`src/rtl/hsw_pkg.sv`:
```
package hsw_pkg;
  typedef enum logic [2:0] {
    ST_IDLE         = 3'd0,
    ST_POR          = 3'd1,
    ST_INRUSH       = 3'd2,
    ST_ON           = 3'd3,
    ST_FAULT_WAIT   = 3'd4,
    ST_THERMAL_HOLD = 3'd5
  } hsw_state_e;

  localparam int FLAG_W    = 7;
  localparam int F_UV      = 0;
  localparam int F_LIMIT   = 1;
  localparam int F_TRIP    = 2;
  localparam int F_SHORT   = 3;
  localparam int F_HOT     = 4;
  localparam int F_COOL    = 5;
  localparam int F_GATE    = 6;
endpackage

```
`src/rtl/hsw_sync.sv`:
```
module hsw_sync #(
  parameter int W      = 1,
  parameter int STAGES = 2
) (
  input  logic         clk,
  input  logic         rst,
  input  logic [W-1:0] d,
  output logic [W-1:0] q
);
  logic [W-1:0] stg [STAGES];

  genvar i;
  generate
    for (i = 0; i < STAGES; i++) begin : g_stage
      always_ff @(posedge clk) begin
        if (rst) stg[i] <= '0;
        else if (i == 0) stg[i] <= d;
        else stg[i] <= stg[(i == 0) ? 0 : i-1];
      end
    end
  endgenerate

  assign q = stg[STAGES-1];
endmodule

```
`src/rtl/hsw_tick_timer.sv`:
```
module hsw_tick_timer #(
  parameter int LIMIT = 5
) (
  input  logic clk,
  input  logic rst,
  input  logic clr,
  input  logic run,
  input  logic tick,
  output logic done
);
  localparam int CW = $clog2(LIMIT + 1);
  localparam logic [CW-1:0] LIM = CW'(LIMIT);

  logic [CW-1:0] cnt;

  always_ff @(posedge clk) begin
    if (rst || clr) cnt <= '0;
    else if (run && tick && (cnt != LIM)) cnt <= cnt + 1'b1;
  end

  assign done = (cnt == LIM);
endmodule

```
`src/rtl/hsw_thermal_latch.sv`:
```
module hsw_thermal_latch (
  input  logic clk,
  input  logic rst,
  input  logic hot_flag,
  input  logic cool_flag,
  output logic hot
);
  always_ff @(posedge clk) begin
    if (rst) hot <= 1'b0;
    else if (hot_flag) hot <= 1'b1;
    else if (cool_flag) hot <= 1'b0;
  end
endmodule

```
`src/rtl/hotswap_seq.sv`:
```
module hotswap_seq
  import hsw_pkg::*;
#(
  parameter int POR_TICKS     = 5,
  parameter int OC_TICKS      = 75,
  parameter int RESTART_TICKS = 9000
) (
  input  logic clk,
  input  logic rst,
  input  logic tick,
  input  logic uv_ok,
  input  logic limiting,
  input  logic trip_hi,
  input  logic short_det,
  input  logic over_temp,
  input  logic cool_ok,
  input  logic gate_full,
  output logic pass_en,
  output logic lim_low,
  output logic pwm_en,
  output logic pgood_n
);
  logic [FLAG_W-1:0] raw_flags, s_flags;
  logic s_uv, s_lim, s_trip, s_short, s_gate;
  logic hot;
  logic por_done, oc_done, rs_done;
  hsw_state_e state_q, state_d;

  assign raw_flags[F_UV]    = uv_ok;
  assign raw_flags[F_LIMIT] = limiting;
  assign raw_flags[F_TRIP]  = trip_hi;
  assign raw_flags[F_SHORT] = short_det;
  assign raw_flags[F_HOT]   = over_temp;
  assign raw_flags[F_COOL]  = cool_ok;
  assign raw_flags[F_GATE]  = gate_full;

  hsw_sync #(.W(FLAG_W), .STAGES(2)) u_sync (
    .clk(clk), .rst(rst), .d(raw_flags), .q(s_flags)
  );

  assign s_uv    = s_flags[F_UV];
  assign s_lim   = s_flags[F_LIMIT];
  assign s_trip  = s_flags[F_TRIP];
  assign s_short = s_flags[F_SHORT];
  assign s_gate  = s_flags[F_GATE];

  hsw_thermal_latch u_therm (
    .clk(clk), .rst(rst),
    .hot_flag(s_flags[F_HOT]), .cool_flag(s_flags[F_COOL]),
    .hot(hot)
  );

  hsw_tick_timer #(.LIMIT(POR_TICKS)) u_por_tmr (
    .clk(clk), .rst(rst), .tick(tick),
    .clr(state_q != ST_POR), .run(state_q == ST_POR),
    .done(por_done)
  );

  hsw_tick_timer #(.LIMIT(OC_TICKS)) u_oc_tmr (
    .clk(clk), .rst(rst), .tick(tick),
    .clr(!(state_q == ST_INRUSH && s_lim)),
    .run(state_q == ST_INRUSH && s_lim),
    .done(oc_done)
  );

  hsw_tick_timer #(.LIMIT(RESTART_TICKS)) u_rs_tmr (
    .clk(clk), .rst(rst), .tick(tick),
    .clr(state_q != ST_FAULT_WAIT), .run(state_q == ST_FAULT_WAIT),
    .done(rs_done)
  );

  always_comb begin
    state_d = state_q;
    if (hot) begin
      state_d = ST_THERMAL_HOLD;
    end else if (state_q == ST_THERMAL_HOLD) begin
      state_d = ST_FAULT_WAIT;
    end else if (!s_uv) begin
      state_d = ST_IDLE;
    end else begin
      unique case (state_q)
        ST_IDLE:       state_d = ST_POR;
        ST_POR:        if (por_done) state_d = ST_INRUSH;
        ST_INRUSH: begin
          if (oc_done) state_d = ST_FAULT_WAIT;
          else if (!s_lim && s_gate) state_d = ST_ON;
        end
        ST_ON:         if (s_trip) state_d = ST_INRUSH;
        ST_FAULT_WAIT: if (rs_done) state_d = ST_IDLE;
        default:       state_d = ST_IDLE;
      endcase
    end
  end

  always_ff @(posedge clk) begin
    if (rst) begin
      state_q <= ST_IDLE;
      pass_en <= 1'b0;
      lim_low <= 1'b0;
      pwm_en  <= 1'b0;
      pgood_n <= 1'b1;
    end else begin
      state_q <= state_d;
      pass_en <= (state_d == ST_INRUSH) || (state_d == ST_ON);
      lim_low <= (state_d == ST_INRUSH);
      pwm_en  <= ((state_d == ST_INRUSH) || (state_d == ST_ON)) && s_short;
      pgood_n <= !((state_d == ST_ON) && s_gate);
    end
  end
endmodule

```
`config.mk`:
```
export PLATFORM = sky130hd
export DESIGN_NAME = hotswap_seq
export DESIGN_NICKNAME = d
export VERILOG_FILES = /design/src/rtl/hsw_pkg.sv /design/src/rtl/hsw_sync.sv /design/src/rtl/hsw_tick_timer.sv /design/src/rtl/hsw_thermal_latch.sv /design/src/rtl/hotswap_seq.sv
export SDC_FILE = /design/constraint.sdc
export NUM_CORES = 1
export LEC_CHECK = 0
export ABC_AREA = 1
export ABC_CLOCK_PERIOD_IN_PS = 2800
export BUFFER_PORTS_ARGS = -buffer_cell sky130_fd_sc_hd__buf_2
export CAP_MARGIN = 20
export CORE_UTILIZATION = 55
export CTS_BUF_LIST = sky130_fd_sc_hd__clkbuf_8
export CTS_CLUSTER_DIAMETER = 120
export DETAILED_ROUTE_END_ITERATION = 16
export GPL_TIMING_DRIVEN = 0
export MAX_ROUTING_LAYER = met4
export PLACE_DENSITY = 0.73
export SKIP_LAST_GASP = 1
export SYNTH_ARGS = -nofsm -noshare
export SYNTH_HDL_FRONTEND = slang
export SYNTH_SLANG_ARGS = --single-unit
```
`constraint.sdc`:
```
create_clock -name clk -period 2.8 [get_ports clk]
set_input_delay 0.7 -clock clk [delete_from_list [all_inputs] [get_ports clk]]
set_output_delay 0.7 -clock clk [all_outputs]
set_load 0.05 [all_outputs]
```
Yosys cells after proc, flatten, opt, wreduce, memory -nomap -nowiden
Memory sizes are Yosys's and may differ from the RTL's.
Index checks and enable logic that the tools add are counted.

word-level totals
  bits in registers = 32
  bits in writable memories = 14
  bits of input ports = 10
  output and inout port bits = 4
  word-level logic and storage cells = 65
  memories kept = 1

operators by class
  add/subtract/negate cells = 3
  equality and inequality tests = 15
  multiplexer cells = 16
  bitwise gates (word level) = 2
  reduce and logical (&&, ||, !) cells = 19

memory list
  name        depth  bits a word  read ports  clocked after memory_dff  wr ports  RTL line        RTL
  u_sync.stg  2      7            2           0                         2         hsw_sync.sv:10  logic [W-1:0] stg [STAGES];

operators by type and width
  cell                                                                   count
  3-bit two-way mux                                                      8
  3-bit one-hot mux with 5 select lines                                  1
  14-bit by 1-bit adder with 14-bit output, second input constant        1
  14-bit equality test, second input constant                            1
  7-bit two-way mux                                                      2
  14-bit != test, second input constant                                  1
  3-bit by 2-bit equality test with 1-bit output, second input constant  4
  1-bit logical AND                                                      10
  3-bit equality test, second input constant                             3
  7-bit by 1-bit adder with 7-bit output, second input constant          1
  7-bit equality test, second input constant                             1
  7-bit != test, second input constant                                   1
  3-bit != test, second input constant                                   2
  1-bit two-way mux                                                      5
  1-bit logical OR                                                       4
  3-bit by 1-bit adder with 3-bit output, second input constant          1
  3-bit by 1-bit equality test with 1-bit output, second input constant  1
  1-bit zero test                                                        3
  3-bit zero test                                                        1
  3-bit by 1-bit != test with 1-bit output, second input constant        1
  1-bit OR                                                               2
  2-bit nonzero test                                                     1

Depth between registers and ports, before layout
  word-level depth = 11
  gate-level depth with buffers = 10
  gate-level depth less buffers = 10

By module
From an unflattened synthesis, not the netlist that was laid out.

second synthesis, totals
  cells, all modules = 341
  area, all modules = 2,389.8 µm²

by module, submodules not included
  module                      times used  cells each  area an instance (µm²)
  hsw_tick_timer (u_rs_tmr)   1           150         959.7
  hsw_tick_timer (u_oc_tmr)   1           63          450.4
  hsw_sync                    1           43          396.6
  hotswap_seq                 1           54          361.6
  hsw_tick_timer (u_por_tmr)  1           26          181.4
  hsw_thermal_latch           1           5           40.0

Worst setup path after synthesis
No wires, ideal clock.

  path type = input to register
  start = input port rst
  end = memory u_sync.stg[0][4] (netlist bit)
  setup time = 0.128 ns
  data arrival time = 1.311 ns
  required time = 2.672 ns
  path slack = 1.362 ns
  cell stages on the path = 3
  cell sequence = clkbuf_1 -> clkbuf_1 -> nor2_1

RTL lines
  item         RTL line          RTL
  from (decl)  hotswap_seq.sv:9  input logic rst,
  to (decl)    hsw_sync.sv:10

Final worst setup path
  start = register lim_low
  end = output port lim_low

RTL lines
  item                    RTL line            RTL
  from (decl)             hotswap_seq.sv:19   output logic lim_low,
  from (signal assigned)  hotswap_seq.sv:105  lim_low <= (state_d == ST_INRUSH);

No word-level cell between the ends.

==> summary.txt <==
Status
  • Outcome: finished, final reports clean

Min path
  • Kind of path behind the tightest hold check: reg2reg

Synth
  • Yosys warning count: 0
  • Post-Syn Instances: ~330
  • Synth Area in Compound Gates: roughly 8.2%
  • Simple-gate share of the synthesized area: about 35%
  • Synth Area in Adders: 2.722%
  • Post-synthesis mux area share: 0%
  • Top-area cell type share of the netlist area: between 40% and 50%
  • Post-Synthesis Cell Area: roughly 2300 um2
  • Sequential cell area fraction in the yosys report: between 40% and 50%
  • Top cells by area, synth: dfxtp_1 (40%), nand2_1 (14%), nor2_1 (10%)
  • Largest family of logic cells by synthesized area: simple AND/OR/NAND/NOR gates
  • XOR/XNOR Fraction of Synth Area: about 3.8%
  • Mean Syn Cell Area: between 6 and 7 um2
  • Post-synthesis cell type count: 26
  • Largest area contributor in the netlist: dfxtp_1
  • Post-synth net total: approximately 350
  • #FFs+latches synth: 46

Setup path
  • Buffers and inverters on the worst path: 1
  • CP delay by family, top: flip-flops
  • Crit end category: primary output
  • WS Path Type: reg2out
  • Critical path's slowest cell: dfxtp_1
  • Critical path launch point type: flip-flop
  • CP max FO: 1
  • Worst EP required: roughly 2100 ps
  • Flop-to-flop setup slack: between 1000 and 1500 ps
  • Cell Chain, Critical Path: buf_2
  • Crit path DAT: between 800 and 900 ps
  • CP max stage delay: roughly 320 ps

Timing
  • Final WS setup: 1222 ps
  • Slew Limit Fails: 0
  • Transition time of the tightest slew-check pin: 515.8 ps
  • Setup violators final: 0
  • Crit share post-route: 56.36%
  • Fin. Hold Viols: 0
  • Setup TNS: 0 ps
  • Max Clk Rate: 0.6337 GHz
  • RSZ-0062 raised after global routing: false
  • Skew final: 5.419 ps
  • Tmin final: approximately 1600 ps
  • Slew margin rel.: 65.61%

Detailed routing
  • Avg WL per Cell: 10.17 um
  • Via density: a little under 5
  • DR vias: 1938
  • # DRC: 0
  • ANT nets after route: 0
  • Wirelength, routed: between 4000 and 5000 um
  • Drt pass-1 iters: 5
  • DRT iter0 DRCs: 70

Finish
  • Final Cell Area: about 2500 um2
  • Fin cells: between 400 and 500
  • Ant. Diodes: 0
  • Area delta synth->final: 9.635%
  • Utilization after layout: about 63%
  • Number of fill cells in the layout: between 300 and 400
  • Nets: between 300 and 400
  • Share of cells above drive strength 1: between 10 and 15%
  • Multi-input logic area: 1154 um2
  • Storage cell area: about 920 um2

Global routing
  • First-pass GRT wire length: ~7000 um
  • Total gr overflow: 0
  • GRT Util Overall: roughly a fifth
  • Number of global-route vias before repair: around 1600
  • Initial antenna violation count: 0
  • Largest net degree at the start of global routing: 17

Pwr
  • Pwr/cell area: between 400 and 500 nW/um2
  • LEAKAGE: about 1.0 nW
  • Max IR drop VDD: ~0.36 mV

CTS
  • Post-CTS resize count: 0
  • TritonCTS buffer count: 5
  • CTS tree: built
  • Skew-Pair Late Insertion Delay: roughly 300 ps
  • Clock sink total: 46
  • Root Driver: clkbuf_8
  • Setup bufs post-CTS: 0
  • Hold buffer count at cts: 0
  • H-tree Lvls: 2
  • Worst-path clk slew: around 90 ps
  • Maximum buffer depth of the clock tree: 2

Floorplanning
  • Site row count: 23
  • Core region area: about 4000 um2
  • Die W: 66.65 um
  • Die Y: between 60 and 70 um
  • Initial core utilization: approximately 57%
  • Die area: approximately 4400 um2
  • Io pins: 14

Place
  • Pre-CTS setup slack: approximately 940 ps
  • PortBufs: 13
  • Cell area after placement: between 2000 and 2500 um2
  • Placed cell count: 394
  • Hpwl dp: 3064 um
  • Final Wtd Congestion: approximately 0.8

Run
  • Max-cap violations: 0
==> synthesized netlist by cell type, drive strengths merged <==
master,count
nand3,16
a31oi,1
or2,1
inv,45
xor2,4
xnor2,6
nand2,94
nor2,68
a21oi,21
clkbuf,2
nand3b,1
dfxtp,46
nor3,1
ha,5
clkinv,2
o21ai,7
buf,4
nand4,7
==> routing by layer <==
layer	routed length (um)	vias up	GRT usage, %
met5	0	-	-
met4	26	0	6.915
met3	125	2	5.479
met2	1833	22	32.32
met1	2105	856	27.73
li1	-	1058	-
==> cell families after synthesis <==
logic type / Yosys count
XOR/XNOR: 10
buffers and inverters: 53
flip-flops: 46
adder cells (fa/ha/maj): 5
AO/OA/AOI/OAI: 29
AND/OR/NAND/NOR: 188
==> placed cells by master, fill, tap and decap left out, drive strengths merged <==
master	netlist	final
dfxtp	46	46
nand4	7	7
a31oi	1	1
or2	1	1
nand2	94	94
clkbuf	2	7
inv	45	46
clkinv	2	3
nand3	16	16
a21oi	21	21
xnor2	6	6
nor3	1	1
nand3b	1	1
buf	4	17
o21ai	7	7
ha	5	5
clkinvlp	0	1
xor2	4	4
nor2	68	68
==> layout make-up <==
class | instances | area share, %
inverter | 47 | 7.001
tap | 50 | 2.483
multi-input combinational | 232 | 45.78
sequential | 46 | 36.54
clock inverter | 3 | 0.9930
clock buffer | 5 | 2.731
buffer | 6 | 1.887
timing repair buffer | 13 | 2.582
==> stage by stage <==
step,power (W),hold slack [ps]
finish,0.001136,405.7
global route,0.001182,425.0
CTS,0.001145,406.2
detailed placement,0.0007315,393.1
global placement,0.0007300,390.2
floorplan,0.0007154,388.3
==> final timing paths <==
| kind | depth (start not counted) | from | to |
|---|---|---|---|
| setup reg to reg | 7 | u_rs_tmr.cnt[1] | u_rs_tmr.cnt[8] |
| hold / removal | 2 | u_sync.stg[0][5] | u_sync.stg[1][5] |
| setup / recovery | 1 | lim_low | lim_low |
| hold reg to reg | 2 | u_sync.stg[0][5] | u_sync.stg[1][5] |
==> power by group <==
| group | leakage [nW] | switching (W) | internal (W) |
|---|---|---|---|
| sequential | 0.374 | 0.00000519 | 0.000665 |
| clock | 0.0447 | 0.000240 | 0.000180 |
| combinational | 0.582 | 0.0000287 | 0.0000167 |
==> sequential cells by signal, summed over array words and instances, names as in the netlist <==
name           cells
u_oc_tmr.cnt       7
lim_low            1
state_q            3
u_rs_tmr.cnt      14
pass_en            1
pgood_n            1
pwm_en             1
u_por_tmr.cnt      3
u_sync.stg        14
u_therm.hot        1
Power figures use the tool's default switching activity.
